## src/rtl/kp_pkg.sv

```systemverilog
package kp_pkg;
  typedef enum logic [1:0] {
    KM_IDLE = 2'd0,
    KM_ANY  = 2'd1,
    KM_ONCE = 2'd2,
    KM_LOOP = 2'd3
  } kp_mode_e;

  typedef enum logic [1:0] {
    SQ_IDLE   = 2'd0,
    SQ_SETTLE = 2'd1,
    SQ_GAP    = 2'd2
  } kp_seq_e;

  localparam int ROW_DLY_W = 14;
  localparam int GAP_DLY_W = 16;
  localparam int CNT_W     = 16;
  localparam int WORD_W    = 16;
endpackage

```

## src/rtl/kp_scan_seq.sv

```systemverilog
module kp_scan_seq
  import kp_pkg::*;
#(
  parameter int NROW = 16,
  parameter int NCOL = 16,
  localparam int RIW = $clog2(NROW)
) (
  input  logic                 clk,
  input  logic                 rst_n,
  input  kp_mode_e             mode,
  input  logic [ROW_DLY_W-1:0] row_dly,
  input  logic [GAP_DLY_W-1:0] gap_dly,
  input  logic [7:0]           row_cnt,
  input  logic [7:0]           col_cnt,
  input  logic [NCOL-1:0]      col_in_n,
  output logic [NROW-1:0]      row_drive_n,
  output logic                 cap_en,
  output logic [RIW-1:0]       cap_row,
  output logic [WORD_W-1:0]    cap_word,
  output logic                 scan_done,
  output logic                 any_key
);
  kp_seq_e          st_q, st_d;
  logic [CNT_W-1:0] cnt_q, cnt_d;
  logic [7:0]       idx_q, idx_d;
  logic [7:0]       eff_rows;
  logic             last_row, scan_mode, start;
  logic [NCOL-1:0]  col_valid;

  assign eff_rows  = (row_cnt > 8'(NROW)) ? 8'(NROW) : row_cnt;
  assign last_row  = (idx_q == eff_rows - 8'd1);
  assign scan_mode = (mode == KM_ONCE) || (mode == KM_LOOP);
  assign cap_row   = idx_q[RIW-1:0];

  for (genvar c = 0; c < NCOL; c++) begin : g_colv
    assign col_valid[c] = (col_cnt > 8'(c));
  end

  for (genvar c = 0; c < WORD_W; c++) begin : g_word
    if (c < NCOL) begin : g_live
      assign cap_word[c] = col_valid[c] ? col_in_n[c] : 1'b1;
    end else begin : g_pad
      assign cap_word[c] = 1'b1;
    end
  end

  assign any_key = (mode == KM_ANY) && (|(~col_in_n & col_valid));

  for (genvar r = 0; r < NROW; r++) begin : g_row
    assign row_drive_n[r] = (mode == KM_ANY) ? 1'b0 :
                            !(st_q == SQ_SETTLE && scan_mode && idx_q == 8'(r));
  end

  always_comb begin
    st_d      = st_q;
    cnt_d     = cnt_q;
    idx_d     = idx_q;
    cap_en    = 1'b0;
    scan_done = 1'b0;
    start     = 1'b0;
    case (st_q)
      SQ_IDLE: if (scan_mode) start = 1'b1;
      SQ_SETTLE: begin
        if (!scan_mode) begin
          st_d = SQ_IDLE;
        end else if (cnt_q == '0) begin
          cap_en = 1'b1;
          if (last_row) begin
            scan_done = 1'b1;
            st_d      = (mode == KM_LOOP) ? SQ_GAP : SQ_IDLE;
            cnt_d     = CNT_W'(gap_dly);
          end else begin
            idx_d = idx_q + 8'd1;
            cnt_d = CNT_W'(row_dly);
          end
        end else begin
          cnt_d = cnt_q - 1'b1;
        end
      end
      SQ_GAP: begin
        if (mode != KM_LOOP)      st_d  = SQ_IDLE;
        else if (cnt_q == '0)     start = 1'b1;
        else                      cnt_d = cnt_q - 1'b1;
      end
      default: st_d = SQ_IDLE;
    endcase
    if (start) begin
      if (eff_rows == 8'd0) begin
        scan_done = 1'b1;
        st_d      = (mode == KM_LOOP) ? SQ_GAP : SQ_IDLE;
        cnt_d     = CNT_W'(gap_dly);
      end else begin
        st_d  = SQ_SETTLE;
        idx_d = 8'd0;
        cnt_d = CNT_W'(row_dly);
      end
    end
  end

  always_ff @(posedge clk or negedge rst_n) begin
    if (!rst_n) begin
      st_q  <= SQ_IDLE;
      cnt_q <= '0;
      idx_q <= '0;
    end else begin
      st_q  <= st_d;
      cnt_q <= cnt_d;
      idx_q <= idx_d;
    end
  end
endmodule

```

## src/rtl/kp_row_store.sv

```systemverilog
module kp_row_store
  import kp_pkg::*;
#(
  parameter int NROW = 16,
  localparam int RIW = $clog2(NROW)
) (
  input  logic                     clk,
  input  logic                     rst_n,
  input  logic                     cap_en,
  input  logic [RIW-1:0]           cap_row,
  input  logic [WORD_W-1:0]        cap_word,
  output logic [NROW*WORD_W-1:0]   rows_flat,
  output logic                     row_changed
);
  logic [WORD_W-1:0] row_q [NROW];

  assign row_changed = cap_en && (cap_word != row_q[cap_row]);

  for (genvar r = 0; r < NROW; r++) begin : g_row
    logic row_we;
    assign row_we = cap_en && (cap_row == RIW'(r));
    always_ff @(posedge clk or negedge rst_n) begin
      if (!rst_n)      row_q[r] <= '1;
      else if (row_we) row_q[r] <= cap_word;
    end
    assign rows_flat[r*WORD_W +: WORD_W] = row_q[r];
  end
endmodule

```

## src/rtl/kp_irq_status.sv

```systemverilog
module kp_irq_status (
  input  logic       clk,
  input  logic       rst_n,
  input  logic [2:0] set_evt,
  input  logic       ack_we,
  input  logic [2:0] ack_bits,
  input  logic       mask_we,
  input  logic [2:0] mask_wd,
  output logic [2:0] sts_q,
  output logic [2:0] mask_q,
  output logic       irq
);
  logic [2:0] sts_d, clr;

  assign clr   = ack_we ? ack_bits : 3'b000;
  assign sts_d = set_evt | (sts_q & ~clr);
  assign irq   = |(sts_q & mask_q);

  always_ff @(posedge clk or negedge rst_n) begin
    if (!rst_n) sts_q <= '0;
    else        sts_q <= sts_d;
  end

  always_ff @(posedge clk or negedge rst_n) begin
    if (!rst_n)       mask_q <= '0;
    else if (mask_we) mask_q <= mask_wd;
  end
endmodule

```

## src/rtl/kp_scanner.sv

```systemverilog
module kp_scanner
  import kp_pkg::*;
#(
  parameter int NROW   = 16,
  parameter int NCOL   = 16,
  parameter int ADDR_W = 6
) (
  input  logic              clk,
  input  logic              rst_n,
  input  logic              reg_wr,
  input  logic [ADDR_W-1:0] reg_addr,
  input  logic [31:0]       reg_wdata,
  output logic [31:0]       reg_rdata,
  output logic [NROW-1:0]   row_drive_n,
  input  logic [NCOL-1:0]   col_in_n,
  output logic              irq
);
  localparam int RIW   = $clog2(NROW);
  localparam int NWORD = (NROW + 1) / 2;

  kp_mode_e             mode_q, mode_d;
  logic [ROW_DLY_W-1:0] rdly_q;
  logic [GAP_DLY_W-1:0] gdly_q;
  logic [7:0]           nrow_q, ncol_q;
  logic                 in_ctl, ctrl_we, lim_we, ack_we, mask_we;
  logic                 cap_en, scan_done, any_key, row_changed;
  logic [RIW-1:0]       cap_row;
  logic [WORD_W-1:0]    cap_word;
  logic [NROW*WORD_W-1:0] rows_flat;
  logic [2:0]           sts, mask;
  logic [ADDR_W-1:0]    doff;
  logic [ADDR_W-3:0]    widx;
  logic [WORD_W-1:0]    rows_pad [2*NWORD];

  assign in_ctl  = (reg_addr[ADDR_W-1:4] == '0);
  assign ctrl_we = reg_wr && in_ctl && (reg_addr[3:2] == 2'd0);
  assign lim_we  = reg_wr && in_ctl && (reg_addr[3:2] == 2'd1);
  assign ack_we  = reg_wr && in_ctl && (reg_addr[3:2] == 2'd2);
  assign mask_we = reg_wr && in_ctl && (reg_addr[3:2] == 2'd3);

  always_comb begin
    mode_d = mode_q;
    if (ctrl_we)                              mode_d = kp_mode_e'(reg_wdata[1:0]);
    else if (scan_done && mode_q == KM_ONCE)  mode_d = KM_IDLE;
  end

  always_ff @(posedge clk or negedge rst_n) begin
    if (!rst_n) mode_q <= KM_IDLE;
    else        mode_q <= mode_d;
  end

  always_ff @(posedge clk or negedge rst_n) begin
    if (!rst_n) begin
      rdly_q <= '0;
      gdly_q <= '0;
    end else if (ctrl_we) begin
      rdly_q <= reg_wdata[2 +: ROW_DLY_W];
      gdly_q <= reg_wdata[16 +: GAP_DLY_W];
    end
  end

  always_ff @(posedge clk or negedge rst_n) begin
    if (!rst_n) begin
      nrow_q <= 8'(NROW);
      ncol_q <= 8'(NCOL);
    end else if (lim_we) begin
      nrow_q <= reg_wdata[7:0];
      ncol_q <= reg_wdata[15:8];
    end
  end

  kp_scan_seq #(.NROW(NROW), .NCOL(NCOL)) u_seq (
    .clk(clk), .rst_n(rst_n), .mode(mode_q), .row_dly(rdly_q), .gap_dly(gdly_q),
    .row_cnt(nrow_q), .col_cnt(ncol_q), .col_in_n(col_in_n),
    .row_drive_n(row_drive_n), .cap_en(cap_en), .cap_row(cap_row),
    .cap_word(cap_word), .scan_done(scan_done), .any_key(any_key)
  );

  kp_row_store #(.NROW(NROW)) u_store (
    .clk(clk), .rst_n(rst_n), .cap_en(cap_en), .cap_row(cap_row),
    .cap_word(cap_word), .rows_flat(rows_flat), .row_changed(row_changed)
  );

  kp_irq_status u_irq (
    .clk(clk), .rst_n(rst_n),
    .set_evt({any_key, row_changed, scan_done}),
    .ack_we(ack_we), .ack_bits(reg_wdata[2:0]),
    .mask_we(mask_we), .mask_wd(reg_wdata[2:0]),
    .sts_q(sts), .mask_q(mask), .irq(irq)
  );

  for (genvar i = 0; i < 2*NWORD; i++) begin : g_pad
    if (i < NROW) begin : g_live
      assign rows_pad[i] = rows_flat[i*WORD_W +: WORD_W];
    end else begin : g_fill
      assign rows_pad[i] = '1;
    end
  end

  assign doff = reg_addr - ADDR_W'(16);
  assign widx = doff[ADDR_W-1:2];

  always_comb begin
    reg_rdata = '0;
    if (in_ctl) begin
      case (reg_addr[3:2])
        2'd0:    reg_rdata = {gdly_q, rdly_q, mode_q};
        2'd1:    reg_rdata = {16'd0, ncol_q, nrow_q};
        2'd2:    reg_rdata = {29'd0, sts};
        default: reg_rdata = {29'd0, mask};
      endcase
    end else begin
      for (int k = 0; k < NWORD; k++) begin
        if (widx == (ADDR_W-2)'(k)) reg_rdata = {rows_pad[2*k+1], rows_pad[2*k]};
      end
    end
  end
endmodule

```

## config.mk

```make
export PLATFORM = sky130hd
export DESIGN_NAME = kp_scanner
export DESIGN_NICKNAME = d
export VERILOG_FILES = /design/src/rtl/kp_pkg.sv /design/src/rtl/kp_scan_seq.sv /design/src/rtl/kp_row_store.sv /design/src/rtl/kp_irq_status.sv /design/src/rtl/kp_scanner.sv
export SDC_FILE = /design/constraint.sdc
export NUM_CORES = 1
export LEC_CHECK = 0
export BUFFER_PORTS_ARGS = -buffer_cell sky130_fd_sc_hd__buf_2
export CELL_PAD_IN_SITES_DETAIL_PLACEMENT = 0
export CELL_PAD_IN_SITES_GLOBAL_PLACEMENT = 1
export CORE_ASPECT_RATIO = 1.5
export CORE_MARGIN = 2
export CORE_UTILIZATION = 49
export DETAILED_ROUTE_END_ITERATION = 6
export GPL_TIMING_DRIVEN = 0
export PLACE_DENSITY_LB_ADDON = 0.1
export SLEW_MARGIN = 30
export SYNTH_ARGS = -nofsm -noshare
export SYNTH_HDL_FRONTEND = slang
export SYNTH_SLANG_ARGS = --single-unit
```

## constraint.sdc

```tcl
create_clock -name clk -period 4 [get_ports clk]
set_input_delay 0 -clock clk [delete_from_list [all_inputs] [get_ports clk]]
set_output_delay 0 -clock clk [all_outputs]
set_load 0.05 [all_outputs]
```

==> flow_metrics.env <==
export IMPL_status="complete, but fails checks"
export IMPL_violations="negative hold slack, negative setup slack"
export IMPL_instances_no_fill=2482
export IMPL_avgRoutedWirePerCell_um=33.94
export IMPL_reg2reg_to="u_irq.sts_q[1]"
export IMPL_path_cells="clkbuf_1 -> clkbuf_1 -> clkdlybuf4s15_2 -> mux4_2 -> a221oi_1 -> xor2_1 -> nor4_1 -> a31oi_1"
export IMPL_setup_slack_ns=-0.05677
export IMPL_synth_edf_count=0
export IMPL_synth_xor_area_frac=0.01750
export IMPL_grt_max_degree=74
export IMPL_synth_seq_area_share=0.4845
export IMPL_crit_required_ns=4.41
export IMPL_fmax_mhz=246.5
export IMPL_n_antenna_cell=0
export IMPL_cp_common_cell="clkbuf_1"
export IMPL_syn_nets=1847
export IMPL_dieArea_mm2=0.03836
export IMPL_min_period_over_period=1.014
export IMPL_synth_top_family_by_area="compound AO/OA/AOI/OAI gates"
export IMPL_fin_worst_skew_ns=0.01473
export IMPL_synth_common_cells="dfstp_2 (258), a21oi_1 (248), nor2_1 (232), nand2_1 (125), clkbuf_1 (90)"
export IMPL_cts_made_buffers=36
export IMPL_grt_usage=0.4383
export IMPL_dp_slack_ns=-0.3008
export IMPL_worst_pin_slew_ns=1.190
export IMPL_synthTopCellsByArea="dfstp_2 (38%), dfrtp_1 (11%), a21oi_1 (6.9%), mux4_2 (6.6%), nor2_1 (4.8%)"
export IMPL_drc=0
export IMPL_cts_tree="yes"
export IMPL_first_global_vias=16770
export IMPL_rr_worst_depth=8
export IMPL_synth_cell_types=67
export IMPL_start_util=0.4940
export IMPL_crit_family="buffers and inverters"
export IMPL_slew_limit_headroom=0.2064
export IMPL_routed_wl_mm=84.24
export IMPL_maxCapViolations=0
export IMPL_postCtsSetupRepairBufs=0
export IMPL_final_setup_tns_ns=-0.05677
export IMPL_ant_nets=0
export IMPL_clockBufferDepth=3
export IMPL_cp_slowest_stage_delay_ns=0.75
export IMPL_chipWidth_um=160.6
export IMPL_synth_compound_area_frac=0.1971
export IMPL_async_reset_ff_frac=1.000
export IMPL_portBuffers=103
export IMPL_grt_antenna_before_repair=5
export IMPL_rsz0062_at_grt="no"
export IMPL_fin_nets=2041
export IMPL_synth_fa_ha_area_frac=0.007637
export IMPL_synth_top_area_share=0.3762
export IMPL_worst_hold_slack_ns=-0.01604
export IMPL_syn_to_final_growth_pct=17.16
export IMPL_clock_latency_ns=0.55
export IMPL_worstPathArrival_ns=4.46
export IMPL_hold_path_class="input pin to asynchronous set/reset pin"
export IMPL_dp_hpwl_mm=60.00
export IMPL_post_route_util=0.5788
export IMPL_drt_vias_per_instance=6.829
export IMPL_dp_cells=2373
export IMPL_n_fill_cell=3198
export IMPL_ys_flop_type="dfstp_2"
export IMPL_synth_simple_area_share=0.1235
export IMPL_start_kind="flip-flop"
export IMPL_power_density_mw_per_mm2=459.6
export IMPL_synthesis_area_mm2=0.01802
export IMPL_place_congestion=1.055
export IMPL_firstDrtPassIters=7
export IMPL_synthCells=1779
export IMPL_vias=16950
export IMPL_end_kind="flip-flop"
export IMPL_syn_area_per_cell_um2=10.13
export IMPL_critPathMaxFanout=10
export IMPL_slew_viol_final=0
export IMPL_worstReg2RegStart="u_seq.idx_q[0]"
export IMPL_drt_iter0_markers=2024
export IMPL_yosys_warnings=0
export IMPL_num_rows=86
export IMPL_crit_type="flip-flop to flip-flop"
export IMPL_rrSetupSlack_ns=-0.06
export IMPL_hold_viol_final=5
export IMPL_clock_sinks=336
export IMPL_grt_pass1_wl_mm=118.3
export IMPL_multi_input_area_mm2=0.008620
export IMPL_drive_above_1_share=0.3173
export IMPL_io_pins=106
export IMPL_crit_buf_inv=3
export IMPL_critical_path_slowest_cell="clkbuf_1"
export IMPL_dieHeight_um=238.9
export IMPL_synth_top_cell_by_area="dfstp_2"
export IMPL_grt_ovfl_total=0
export IMPL_ir_drop_mv=0.3181
export IMPL_seq_area_mm2=0.008731
export IMPL_synth_seq_cells=336
export IMPL_fin_crit_ns=4.057
export IMPL_h_tree_depth=2
export IMPL_path_clk_slew_ns=0.06
export IMPL_synth_mux_area_fraction=0.1275
export IMPL_core_area_mm2=0.03648
export IMPL_synth_most_common_cell="dfstp_2"
export IMPL_power_leakage_nw=8.552
export IMPL_clockRootBuffer="clkbuf_16"
export IMPL_setup_viol=1
report_power, final:
part / internal [W] / leakage, nW / switching (W)
clock: 0.00215 / 0.607 / 0.00146
combinational: 0.000697 / 4.26 / 0.00147
sequential: 0.00364 / 3.68 / 0.000288
total: 0.00648 / 8.55 / 0.00322
through the flow:
| stage | cell area (um2) | power (W) |
|---|---|---|
| CTS | 21090 | 0.009654 |
| finish | 21110 | 0.009703 |
| global placement | 19140 | 0.005971 |
| detailed placement | 19350 | 0.006039 |
| floorplan | 18020 | 0.005270 |
| global route | 21110 | 0.009981 |
how the worst max path moves through the flow:
stage                               from                   end  cells past startpoint
after floorplan                nrow_q[6]        u_seq.cnt_q[1]                     11
after global placement             rst_n        u_irq.sts_q[1]                      1
after detailed placement  u_seq.cnt_q[0]       u_seq.cnt_q[14]                      9
after CTS                 u_seq.cnt_q[0]  u_store.rows_flat[5]                     11
after global routing      u_seq.idx_q[0]        u_irq.sts_q[1]                      9
final                     u_seq.idx_q[0]        u_irq.sts_q[1]                      8
routing by layer:
| metal | global-route usage | vias to the layer above | wire length, um |
|---|---|---|---|
| li1 | - | 6954 | - |
| met1 | 0.4970 | 8365 | 28430 |
| met2 | 0.7051 | 1174 | 39240 |
| met3 | 0.1166 | 448 | 8482 |
| met4 | 0.3388 | 8 | 8009 |
| met5 | 0 | - | 73 |
placed cells by master, fill, tap and decap left out, types with 17 or more instances in the layout:
| master | netlist | final |
|---|---|---|
| mux4_2 | 53 | 53 |
| dfstp_2 | 258 | 258 |
| dlygate4sd3_1 | 0 | 47 |
| nor2_1 | 232 | 230 |
| o21ai_0 | 22 | 22 |
| nor3_1 | 20 | 19 |
| xnor2_1 | 20 | 20 |
| a221oi_1 | 39 | 39 |
| mux2_2 | 50 | 50 |
| o21ai_1 | 67 | 67 |
| clkbuf_1 | 90 | 86 |
| a22oi_1 | 80 | 80 |
| a22o_1 | 35 | 35 |
| mux2i_1 | 54 | 54 |
| nand4_1 | 22 | 22 |
| a21oi_1 | 248 | 238 |
| buf_2 | 60 | 162 |
| nand3_1 | 32 | 31 |
| and3_1 | 17 | 17 |
| dfrtp_1 | 78 | 78 |
| clkbuf_16 | 0 | 39 |
| nand2_1 | 125 | 125 |
flip-flops by register name (all words and copies together), names as in the netlist, 3 cells and up:
register,count
u_store.rows_flat,256
u_seq.idx_q,8
u_irq.mask_q,3
ncol_q,8
gdly_q,16
u_irq.sts_q,3
rdly_q,14
u_seq.cnt_q,16
nrow_q,8
final cells by class:
class | instances | share of cell area
Clock buffer | 54 | 0.05174
Clock inverter | 9 | 0.006993
Inverter | 14 | 0.002489
Tap cell | 484 | 0.02868
Timing Repair Buffer | 157 | 0.05381
Multi-Input combinational cell | 1267 | 0.4083
Buffer | 161 | 0.03449
Sequential cell | 336 | 0.4135
kinds of logic after synthesis:
| kind of cell | Yosys count |
|---|---|
| fa+ha+maj | 11 |
| simple gates | 504 |
| flops | 336 |
| compound gates | 559 |
| xor+xnor | 36 |
| buf+inv | 176 |
| mux | 157 |
what timing repair did:
item	4_1_cts	5_1_grt
endpoints found under the setup margin	141	237
hold endpoints to repair	219	0
pin swaps	0	0
gates resized for setup	7	1
hold buffers	47	0
Power figures use the tool's default switching activity.
